File: src/rtl/bxcam_pkg.sv
package bxcam_pkg;

    // Outcome of the store port, also the state of the store result machine
    typedef enum logic [1:0] {
        SK_NONE = 2'd0,
        SK_NEW  = 2'd1,
        SK_DUP  = 2'd2,
        SK_DROP = 2'd3
    } store_kind_e;

endpackage

File: src/rtl/bxcam_first.sv
// Lowest-index-first priority encoder
module bxcam_first #(
    parameter int N = 8,
    localparam int IW = (N > 1) ? $clog2(N) : 1
) (
    input  logic [N-1:0]  req,
    output logic          found,
    output logic [IW-1:0] idx
);

    always_comb begin
        found = |req;
        idx   = '0;
        for (int i = N - 1; i >= 0; i--) begin
            if (req[i]) idx = IW'(i);
        end
    end

    always_comb begin
        if (found) begin
            AST_FIRST_IS_SET: assert (req[idx]);
            AST_FIRST_LOWEST: assert ((req & ((N'(1) << idx) - N'(1))) == '0);
        end
    end

endmodule

File: src/rtl/bxcam_cmp.sv
// Parallel key compare over all slots
module bxcam_cmp #(
    parameter int N = 8,
    parameter int W = 8
) (
    input  logic [N-1:0]        valid,
    input  logic [N-1:0][W-1:0] keys,
    input  logic [W-1:0]        probe,
    output logic [N-1:0]        hits
);

    for (genvar g = 0; g < N; g++) begin : g_slot
        assign hits[g] = valid[g] && (keys[g] == probe);
    end

endmodule

File: src/rtl/bxcam_slots.sv
// Slot storage: valid bits and crossing-number keys
module bxcam_slots #(
    parameter int N = 8,
    parameter int W = 8,
    localparam int IW = (N > 1) ? $clog2(N) : 1
) (
    input  logic                clk,
    input  logic                rst_n,
    input  logic                wr_en,
    input  logic [IW-1:0]       wr_idx,
    input  logic [W-1:0]        wr_key,
    input  logic [N-1:0]        clr,
    output logic [N-1:0]        valid,
    output logic [N-1:0][W-1:0] keys
);

    for (genvar g = 0; g < N; g++) begin : g_slot
        always_ff @(posedge clk) begin
            if (!rst_n) begin
                valid[g] <= 1'b0;
                keys[g]  <= '0;
            end else if (wr_en && (wr_idx == IW'(g))) begin
                valid[g] <= 1'b1;
                keys[g]  <= wr_key;
            end else if (clr[g]) begin
                valid[g] <= 1'b0;
            end
        end
    end

    AST_WR_ONLY_FREE: assert property (@(posedge clk) disable iff (!rst_n)
        wr_en |-> !valid[wr_idx]);

    AST_CLR_TAKES: assert property (@(posedge clk) disable iff (!rst_n)
        (|clr && !wr_en) |=> ((valid & $past(clr)) == '0));

endmodule

File: src/rtl/bx_tag_cam.sv
module bx_tag_cam
    import bxcam_pkg::*;
#(
    parameter int DEPTH  = 8,
    parameter int BX_W   = 8,
    parameter int LOST_W = 8,
    localparam int IDX_W = (DEPTH > 1) ? $clog2(DEPTH) : 1
) (
    input  logic              clk,
    input  logic              rst_n,
    input  logic              hit_valid,
    input  logic [BX_W-1:0]   hit_bx,
    output logic              st_valid,
    output logic [1:0]        st_kind,
    output logic [IDX_W-1:0]  st_tag,
    output logic              overflow,
    output logic              full,
    output logic [LOST_W-1:0] lost_count,
    input  logic              lk_req,
    input  logic [BX_W-1:0]   lk_bx,
    output logic              lk_valid,
    output logic              lk_hit,
    output logic [IDX_W-1:0]  lk_tag,
    input  logic              rel_req,
    input  logic [BX_W-1:0]   rel_bx
);

    logic [DEPTH-1:0]           valid;
    logic [DEPTH-1:0][BX_W-1:0] keys;
    logic [DEPTH-1:0]           st_hits, lk_hits, rel_hits, rel_clr, st_live;
    logic                       dup_found, free_found, lk_found;
    logic [IDX_W-1:0]           dup_idx, free_idx, lk_idx;
    logic                       wr_en;
    store_kind_e                st_q, st_d;
    logic [IDX_W-1:0]           tag_q;
    logic [LOST_W-1:0]          lost_q;
    logic                       lk_valid_q, lk_hit_q;
    logic [IDX_W-1:0]           lk_tag_q;

    // ---------------- compare planes ----------------
    bxcam_cmp #(.N(DEPTH), .W(BX_W)) u_cmp_st (
        .valid(valid), .keys(keys), .probe(hit_bx), .hits(st_hits));
    bxcam_cmp #(.N(DEPTH), .W(BX_W)) u_cmp_lk (
        .valid(valid), .keys(keys), .probe(lk_bx), .hits(lk_hits));
    bxcam_cmp #(.N(DEPTH), .W(BX_W)) u_cmp_rel (
        .valid(valid), .keys(keys), .probe(rel_bx), .hits(rel_hits));

    assign rel_clr = rel_req ? rel_hits : '0;
    // A slot being released this cycle no longer counts as a duplicate
    assign st_live = st_hits & ~rel_clr;

    // ---------------- encoders ----------------
    bxcam_first #(.N(DEPTH)) u_first_dup (
        .req(st_live), .found(dup_found), .idx(dup_idx));
    bxcam_first #(.N(DEPTH)) u_first_free (
        .req(~valid), .found(free_found), .idx(free_idx));
    bxcam_first #(.N(DEPTH)) u_first_lk (
        .req(lk_hits), .found(lk_found), .idx(lk_idx));

    // ---------------- slot storage ----------------
    bxcam_slots #(.N(DEPTH), .W(BX_W)) u_slots (
        .clk(clk), .rst_n(rst_n),
        .wr_en(wr_en), .wr_idx(free_idx), .wr_key(hit_bx),
        .clr(rel_clr), .valid(valid), .keys(keys));

    // ---------------- store result machine ----------------
    always_comb begin
        st_d  = SK_NONE;
        wr_en = 1'b0;
        if (hit_valid) begin
            if (dup_found) begin
                st_d = SK_DUP;
            end else if (free_found) begin
                st_d  = SK_NEW;
                wr_en = 1'b1;
            end else begin
                st_d = SK_DROP;
            end
        end
    end

    always_ff @(posedge clk) begin
        if (!rst_n) begin
            st_q  <= SK_NONE;
            tag_q <= '0;
        end else begin
            st_q <= st_d;
            if (hit_valid) tag_q <= dup_found ? dup_idx : free_idx;
        end
    end

    always_comb begin
        st_kind = st_q;
        st_tag  = tag_q;
        unique case (st_q)
            SK_NONE: begin st_valid = 1'b0; overflow = 1'b0; end
            SK_NEW:  begin st_valid = 1'b1; overflow = 1'b0; end
            SK_DUP:  begin st_valid = 1'b1; overflow = 1'b0; end
            SK_DROP: begin st_valid = 1'b1; overflow = 1'b1; end
            default: begin st_valid = 1'b0; overflow = 1'b0; end
        endcase
    end

    // ---------------- lost-event counter ----------------
    always_ff @(posedge clk) begin
        if (!rst_n)                                lost_q <= '0;
        else if (st_d == SK_DROP && lost_q != '1)  lost_q <= lost_q + 1'b1;
    end
    assign lost_count = lost_q;
    assign full       = &valid;

    // ---------------- lookup port ----------------
    always_ff @(posedge clk) begin
        if (!rst_n) begin
            lk_valid_q <= 1'b0;
            lk_hit_q   <= 1'b0;
            lk_tag_q   <= '0;
        end else begin
            lk_valid_q <= lk_req;
            lk_hit_q   <= lk_req && lk_found;
            if (lk_req) lk_tag_q <= lk_idx;
        end
    end
    assign lk_valid = lk_valid_q;
    assign lk_hit   = lk_hit_q;
    assign lk_tag   = lk_tag_q;

    // ---------------- assertions ----------------
    AST_STORE_LATENCY: assert property (@(posedge clk) disable iff (!rst_n)
        hit_valid |=> st_valid);
    AST_LOOKUP_LATENCY: assert property (@(posedge clk) disable iff (!rst_n)
        lk_req |=> lk_valid);
    AST_DROP_NEEDS_FULL: assert property (@(posedge clk) disable iff (!rst_n)
        overflow |-> $past(full));
    AST_ONE_SLOT_PER_BX: assert property (@(posedge clk) disable iff (!rst_n)
        $onehot0(st_hits));
    AST_LOST_STEADY: assert property (@(posedge clk) disable iff (!rst_n)
        !overflow |-> $stable(lost_count));

endmodule

File: config.mk
export PLATFORM = sky130hd
export DESIGN_NAME = bx_tag_cam
export DESIGN_NICKNAME = d
export VERILOG_FILES = /design/src/rtl/bxcam_pkg.sv /design/src/rtl/bxcam_first.sv /design/src/rtl/bxcam_cmp.sv /design/src/rtl/bxcam_slots.sv /design/src/rtl/bx_tag_cam.sv
export SDC_FILE = /design/constraint.sdc
export NUM_CORES = 1
export LEC_CHECK = 0
export BUFFER_PORTS_ARGS = -buffer_cell sky130_fd_sc_hd__buf_2
export CAP_MARGIN = 20
export CORE_MARGIN = 2
export CORE_UTILIZATION = 45
export CTS_BUF_LIST = sky130_fd_sc_hd__clkbuf_2
export DETAILED_ROUTE_END_ITERATION = 6
export SYNTH_ARGS = -nofsm -noshare
export SYNTH_HDL_FRONTEND = slang
export SYNTH_SLANG_ARGS = --single-unit
File: constraint.sdc
create_clock -name clk -period 2.95 [get_ports clk]
set_clock_uncertainty 0.05 [all_clocks]
set_input_delay 0.295 -clock clk [delete_from_list [all_inputs] [get_ports clk]]
set_output_delay 0.295 -clock clk [all_outputs]
set_load 0.01 [all_outputs]
==> reports/metrics.cfg, run 1 <==
[outcome]
status = finished, final reports clean

[route]
via_count = 5191
ant_nets = 0
firstDrtPassIters = 5
drtIter0Drc = 389
met2_length_mm = 8.134
viasPerCell = 5.730
drcViolationCount = 0
dr.max_layer_used = met4
wl_met3_mm = 1.180
routed_wirelength_mm = 18.06
wl_met1_mm = 7.719
wl_per_cell_um = 19.93

[cts]
h-tree-depth = 3
cts-root-buf = clkbuf_2
max-clock-path-buffers = 2
postCtsSetupBuffers = 0
cts.clk_slew.worst_paths_ps = 230
cts_sinks = 90
numCtsBuffers = 9
clk_latency_ps = 610
cts_tree = built

[worst_setup_path]
cp_top_family = simple AND/OR/NAND/NOR gates
cp_cell_sequence = xnor2_1 > nand4_1 > o31ai_1 > buf_4 > o22ai_1 > nor4_2 > buf_4 > nand3_4 > or3_1 > a21boi_1
crit_path_top_delay_cell = dfxtp_1
critPathArrivalTime_ps = 3170
cp_max_fo = 10
critical_path_required_ps = 3440
worst_setup_path_end_kind = register
worstSetupPathType = register to register
cpMostUsedCell = buf_4
crit_buf_inv = 2
setup.worst_path.start_class = register
max_stage_delay_ps = 490

[global_routing]
grt_first_pass_wirelength_mm = 27.75
grt_usage = 0.2792
grt.overflow.total = 0
grt_pass1_vias = 4878
antenna_found_initial = 0
grt_max_degree = 40

[die]
die_x_um = 116.6
die_area_mm2 = 0.01358
fp.dieH_um = 116.6
fp-row-count = 41
initial_utilization = 0.4554
design.core.area_mm2 = 0.01252
io_pins = 50

[synthesis]
synthCells = 685
synth_cell_type_count = 51
syn-num-nets = 715
synthesis.area_mm2 = 0.005700
yosysSeqAreaShare = 0.3161
synth_edf_count = 0
yosys_warnings = 0
syn_area_per_cell_um2 = 8.322
ys.flop_type = dfxtp_1
async_reset_ff_frac = 0
synth_seq_cells = 90

[power_and_ir_drop]
ir_drop_uv = 284.9
p_total_mw = 2.336
power_density_mw_per_mm2 = 369.3
p_leak_nw = 2.550

[place]
dpl.hpwl_mm = 13.06
gp_congestion = 0.9781
dpl_cell_area_mm2 = 0.006177
portBuffers = 49

[timing]
setup_viol = 0
slew_violations = 0
setup_tns_ps = 0
grt_setup_unrepaired = no
finalCritPeriodShare = 0.9066
fmax_ghz = 0.3739
hold_viol = 0
max_slew_margin = 0.4998
fin_crit_ps = 2674
tightest_slew_ps = 750.3

[layout]
final_cell_mix = xor2_1 (106), dfxtp_1 (90), xnor2_1 (82)
nNetsFinal = 759
post-route-util = 0.5054
layout_commonest_cell = xor2_1
diodes = 0
final_cell_area_mm2 = 0.006326
drive_above_1_share = 0.1403
synthToLayoutAreaGrowth_pct = 10.97

[flow_run]
maxCapViolations = 0

[min_path]
min_path_type = primary input to register

path summary, 6_finish.rpt:
kind	start	endpoint	slack, ps	cells after the start
max	u_slots.keys[19]$_SDFFE_PN0P_	lost_count[4]$_SDFFE_PN0P_	280	10
min	rel_req	u_slots.valid[1]$_SDFFE_PN0P_	180	4
max reg2reg	u_slots.keys[19]$_SDFFE_PN0P_	lost_count[4]$_SDFFE_PN0P_	280	10
min reg2reg	st_tag[1]$_SDFFE_PN0P_	st_tag[1]$_SDFFE_PN0P_	420	2
registers in the layout, summed over array words and instances, names as in the netlist:
register	count
st_tag	3
lk_tag	3
lk_hit	1
st_kind	2
u_slots.keys	64
u_slots.valid	8
lk_valid	1
lost_count	8
metal layers:
| metal | vias up | GRT usage |
|---|---|---|
| li1 | 2471 | - |
| met1 | 2441 | 0.3581 |
| met2 | 215 | 0.4469 |
| met3 | 64 | 0.04307 |
| met4 | 0 | 0.1616 |
| met5 | - | 0 |
cells by family (layout without fill, tap and decap cells):
| logic type | count (synthesis) | after routing | share of synthesized area |
|---|---|---|---|
| simple gates | 232 | 232 | 0.2162 |
| xor+xnor | 188 | 188 | 0.2889 |
| compound gates | 109 | 109 | 0.1159 |
| flops | 90 | 90 | 0.3161 |
| buf+inv | 57 | 106 | 0.04675 |
| mux | 8 | 8 | 0.01405 |
| fa+ha+maj | 1 | 1 | 0.002195 |
layout make-up:
type	instances	area (um^2)
multi-input cells	538	3638
clock buffers	9	45.04
clock inverters	7	83.83
inverters	11	41.29
repair buffers	79	500.5
fillers	1270	6191
well taps	172	215.2
flip-flops and latches	90	1802
worst min-delay path: stages:
cell	delay, ps
buf_2	180
nand4_1	130
nand2_1	60
a21boi_0	140
power by group:
part	total [mW]	internal (mW)	leakage [nW]	switching (mW)
Clock	0.700	0.270	0.0744	0.429
Sequential	1.26	1.24	0.728	0.0269
Combinational	0.372	0.141	1.75	0.231
Total	2.34	1.65	2.55	0.688
cells in the mapped netlist (3+ instances only):
cell | number | area (um^2)
xor2_1 | 106 | 928.4
dfxtp_1 | 90 | 1802
xnor2_1 | 82 | 718.2
nand3_1 | 79 | 395.4
o21ai_0 | 67 | 335.3
nand2_1 | 49 | 183.9
nor4_1 | 28 | 175.2
clkbuf_1 | 21 | 78.83
buf_2 | 16 | 80.08
nand4_1 | 16 | 100.1
nor2_1 | 16 | 60.06
nor3_1 | 13 | 65.06
a21boi_0 | 10 | 75.07
inv_1 | 10 | 37.54
mux2i_1 | 8 | 80.08
and3_1 | 7 | 43.79
and2_1 | 4 | 25.02
buf_6 | 4 | 45.04
nor2b_1 | 4 | 25.02
o31ai_1 | 4 | 30.03
a21boi_1 | 3 | 22.52
a21oi_1 | 3 | 15.01
a31oi_1 | 3 | 18.77
buf_1 | 3 | 11.26
nand2b_1 | 3 | 18.77
o21a_1 | 3 | 22.52
o22ai_1 | 3 | 18.77
or3_1 | 3 | 18.77
per-stage QoR:
step / hold WS [ps] / cells / worst slack, ps
after floorplan: 411.4 / 685 / 412.4
after global placement: 389.4 / 888 / 214.6
after detailed placement: 389.7 / 888 / 150.9
after CTS: 133.9 / 906 / 302.3
after global routing: 150.9 / 906 / 51.83
final: 181.2 / 906 / 275.5
repair_timing:
action	4_1_cts	5_1_grt
endpoints found under the hold margin	9	0
hold buffers	2	0
gates resized for setup	0	0
Note: power is estimated with default switching activity, not from simulation.
==> run 2: changes to the inputs <==
==> constraint.sdc (replaced) <==
create_clock -name clk -period 3.2 [get_ports clk]
set_clock_uncertainty 0.05 [all_clocks]
set_input_delay 0.32 -clock clk [delete_from_list [all_inputs] [get_ports clk]]
set_output_delay 0.32 -clock clk [all_outputs]
set_load 0.01 [all_outputs]
==> run 2 against run 1 <==
Routed wire length grew 2.0%. First-iteration DRC count up 38%. Setup slack gained 170 ps. Largest cell class unchanged. Largest power group unchanged.
==> reports/metrics.cfg, run 2 (synthesis gave the netlist of run 1 again) <==
[outcome]
status = finished, final reports clean

[layout]
largest_register_ffs = 64  ; unchanged
nNetsFinal = 751  ; -1.1%
drive_above_1_share = 0.1309  ; -0.009473
final_cell_area_mm2 = 0.006217  ; -1.7%
final_cell_mix = xor2_1 (106), dfxtp_1 (90), xnor2_1 (82)
diodes = 0  ; unchanged
largest-register = u_slots.keys
synthToLayoutAreaGrowth_pct = 9.065
layout_commonest_cell = xor2_1

[place]
gp_congestion = 0.9248  ; -5.4%
dpl.hpwl_mm = 12.90  ; -1.3%
portBuffers = 49  ; unchanged
dpl_cell_area_mm2 = 0.006092  ; -1.4%

[cts]
clk_latency_ps = 610  ; about the same
numCtsBuffers = 9  ; unchanged
max-clock-path-buffers = 2  ; unchanged
cts_tree = built
cts_sinks = 90  ; unchanged
h-tree-depth = 3  ; unchanged
cts.clk_slew.worst_paths_ps = 240  ; about the same
ctsResizeCount = 0  ; unchanged
cts-root-buf = clkbuf_2

[route]
wl_per_cell_um = 20.51  ; +2.9%
firstDrtPassIters = 7  ; +2
viasPerCell = 5.764  ; +0.60%
drtIter0Drc = 536  ; +38%
via_count = 5176  ; -0.29%
ant_nets = 0  ; unchanged
drcViolationCount = 0  ; unchanged
routed_wirelength_mm = 18.42  ; +2.0%

[die]
die_area_mm2 = 0.01358  ; unchanged
initial_utilization = 0.4554  ; unchanged
fp-row-count = 41  ; unchanged
die_x_um = 116.6  ; unchanged
design.core.area_mm2 = 0.01252  ; unchanged
fp.dieH_um = 116.6  ; unchanged
io_pins = 50  ; unchanged

[power_and_ir_drop]
pwr-share-seq = 0.560  ; +0.019
power_frac_clock = 0.277  ; -0.022
p_leak_nw = 2.490  ; -2.4%
swShare = 0.3115  ; +0.01713
p_int_mw = 1.436  ; -13%
pwr-share-comb = 0.163  ; +0.004
p_sw_uw = 649.7  ; -5.5%
power_density_mw_per_mm2 = 335.5  ; -9.1%
ir_drop_uv = 238.6  ; -16%

[timing]
grt_setup_unrepaired = no
max_slew_margin = 0.5660  ; +0.06614
tightest_slew_ps = 651.1  ; -99.20 ps
fin_crit_ps = 2751  ; +76.19 ps
hold_viol = 0  ; unchanged
finalCritPeriodShare = 0.8596  ; -0.04702
fmax_ghz = 0.3635  ; -2.8%
slew_violations = 0  ; unchanged
setup_viol = 0  ; unchanged
setup_tns_ps = 0  ; unchanged

[min_path]
hp-start = rel_req
min_path_type = primary input to register

[worst_setup_path]
worstSetupPathType = register to register
r2r_start = u_slots.keys[56]$_SDFFE_PN0P_
worst_setup_path_end_kind = register
startpoint = u_slots.keys[56]$_SDFFE_PN0P_
cp_max_fo = 17  ; +7
setup.worst_path.start_class = register
endpoint = u_slots.keys[2]$_SDFFE_PN0P_
r2r_end = u_slots.keys[2]$_SDFFE_PN0P_
critical_path_required_ps = 3640  ; +200 ps
reg2reg_depth = 8  ; -2
reg2reg_slack_ps = 450  ; +170 ps
critPathArrivalTime_ps = 3190  ; +20 ps

[global_routing]
grt_busiest_layer = met2
grt_max_degree = 32  ; -20%
grtUsageMet3 = 0.06487  ; +0.02180
grt_pass1_vias = 4903  ; +0.51%
use_met1 = 0.3556  ; -0.002502
antenna_found_initial = 0  ; unchanged
grt_usage = 0.2783  ; -0.0008953
use_met2 = 0.4535  ; +0.006589
grt.overflow.total = 0  ; unchanged
grt_first_pass_wirelength_mm = 27.81  ; +0.22%

[flow_run]
maxCapViolations = 0  ; unchanged

-- run 2: area by class of cell --
| cell class | count | area [um^2] |
|---|---|---|
| Clock buffer | 9 | 45.04 |
| Timing Repair Buffer | 71 | 415.4 |
| Fill cell | 1240 | 6300 |
| Sequential cell | 90 | 1802 |
| Inverter | 11 | 41.29 |
| Clock inverter | 7 | 60.06 |
| Tap cell | 172 | 215.2 |
| Multi-Input combinational cell | 538 | 3638 |
-- run 2: critical path, stage by stage, from the launching register on --
cell and delay, ps:
dfxtp_1 500, o211ai_1 140, or4_4 530, o31a_1 380, nor3_4 270, buf_4 230
nand3b_2 260, nand3_1 170, o21ai_0 100
-- run 2: routing by layer --
metal / part of all wire / vias up
li1: - / 2450
met1: 0.44 / 2459
met2: 0.46 / 217
met3: 0.070 / 50
met4: 0.032 / 0
met5: 0 / -
-- run 2: how the worst min path moves through the flow --
stage	to	slack, ps	cells after the start
finish	u_slots.valid[3]$_SDFFE_PN0P_	170	3
global route	u_slots.valid[3]$_SDFFE_PN0P_	140	3
CTS	u_slots.valid[3]$_SDFFE_PN0P_	130	3
detailed placement	st_tag[1]$_SDFFE_PN0P_	380	2
global placement	st_tag[1]$_SDFFE_PN0P_	380	2
floorplan	st_tag[1]$_SDFFE_PN0P_	420	2
-- run 2: repair_timing --
item	in CTS	in global routing
hold endpoints to repair	6	0
buffers inserted	0	0
hold buffers	2	0
-- run 2: power groups by stage --
stage          clock [mW]  combinational [mW]  sequential (mW)
6_report            0.578               0.340             1.17
5_1_grt             0.639               0.361             1.17
4_1_cts             0.588               0.334             1.17
3_5_place_dp            0               0.332             1.19
3_3_place_gp            0               0.327             1.19
2_1_floorplan           0               0.237             1.18
-- run 2: per-stage QoR --
| stage | std cells | util | worst slack [ps] | power (mW) | hold WS [ps] |
|---|---|---|---|---|---|
| floorplan | 685 | - | 637.4 | 1.417 | 416.6 |
| global placement | 880 | 0.4867 | 378.3 | 1.514 | 381.0 |
| detailed placement | 880 | 0.4867 | 216.8 | 1.519 | 384.9 |
| CTS | 898 | 0.4967 | 433.5 | 2.089 | 134.2 |
| global route | 898 | 0.4967 | 253.6 | 2.171 | 139.0 |
| finish | 898 | 0.4967 | 449.3 | 2.086 | 171.6 |
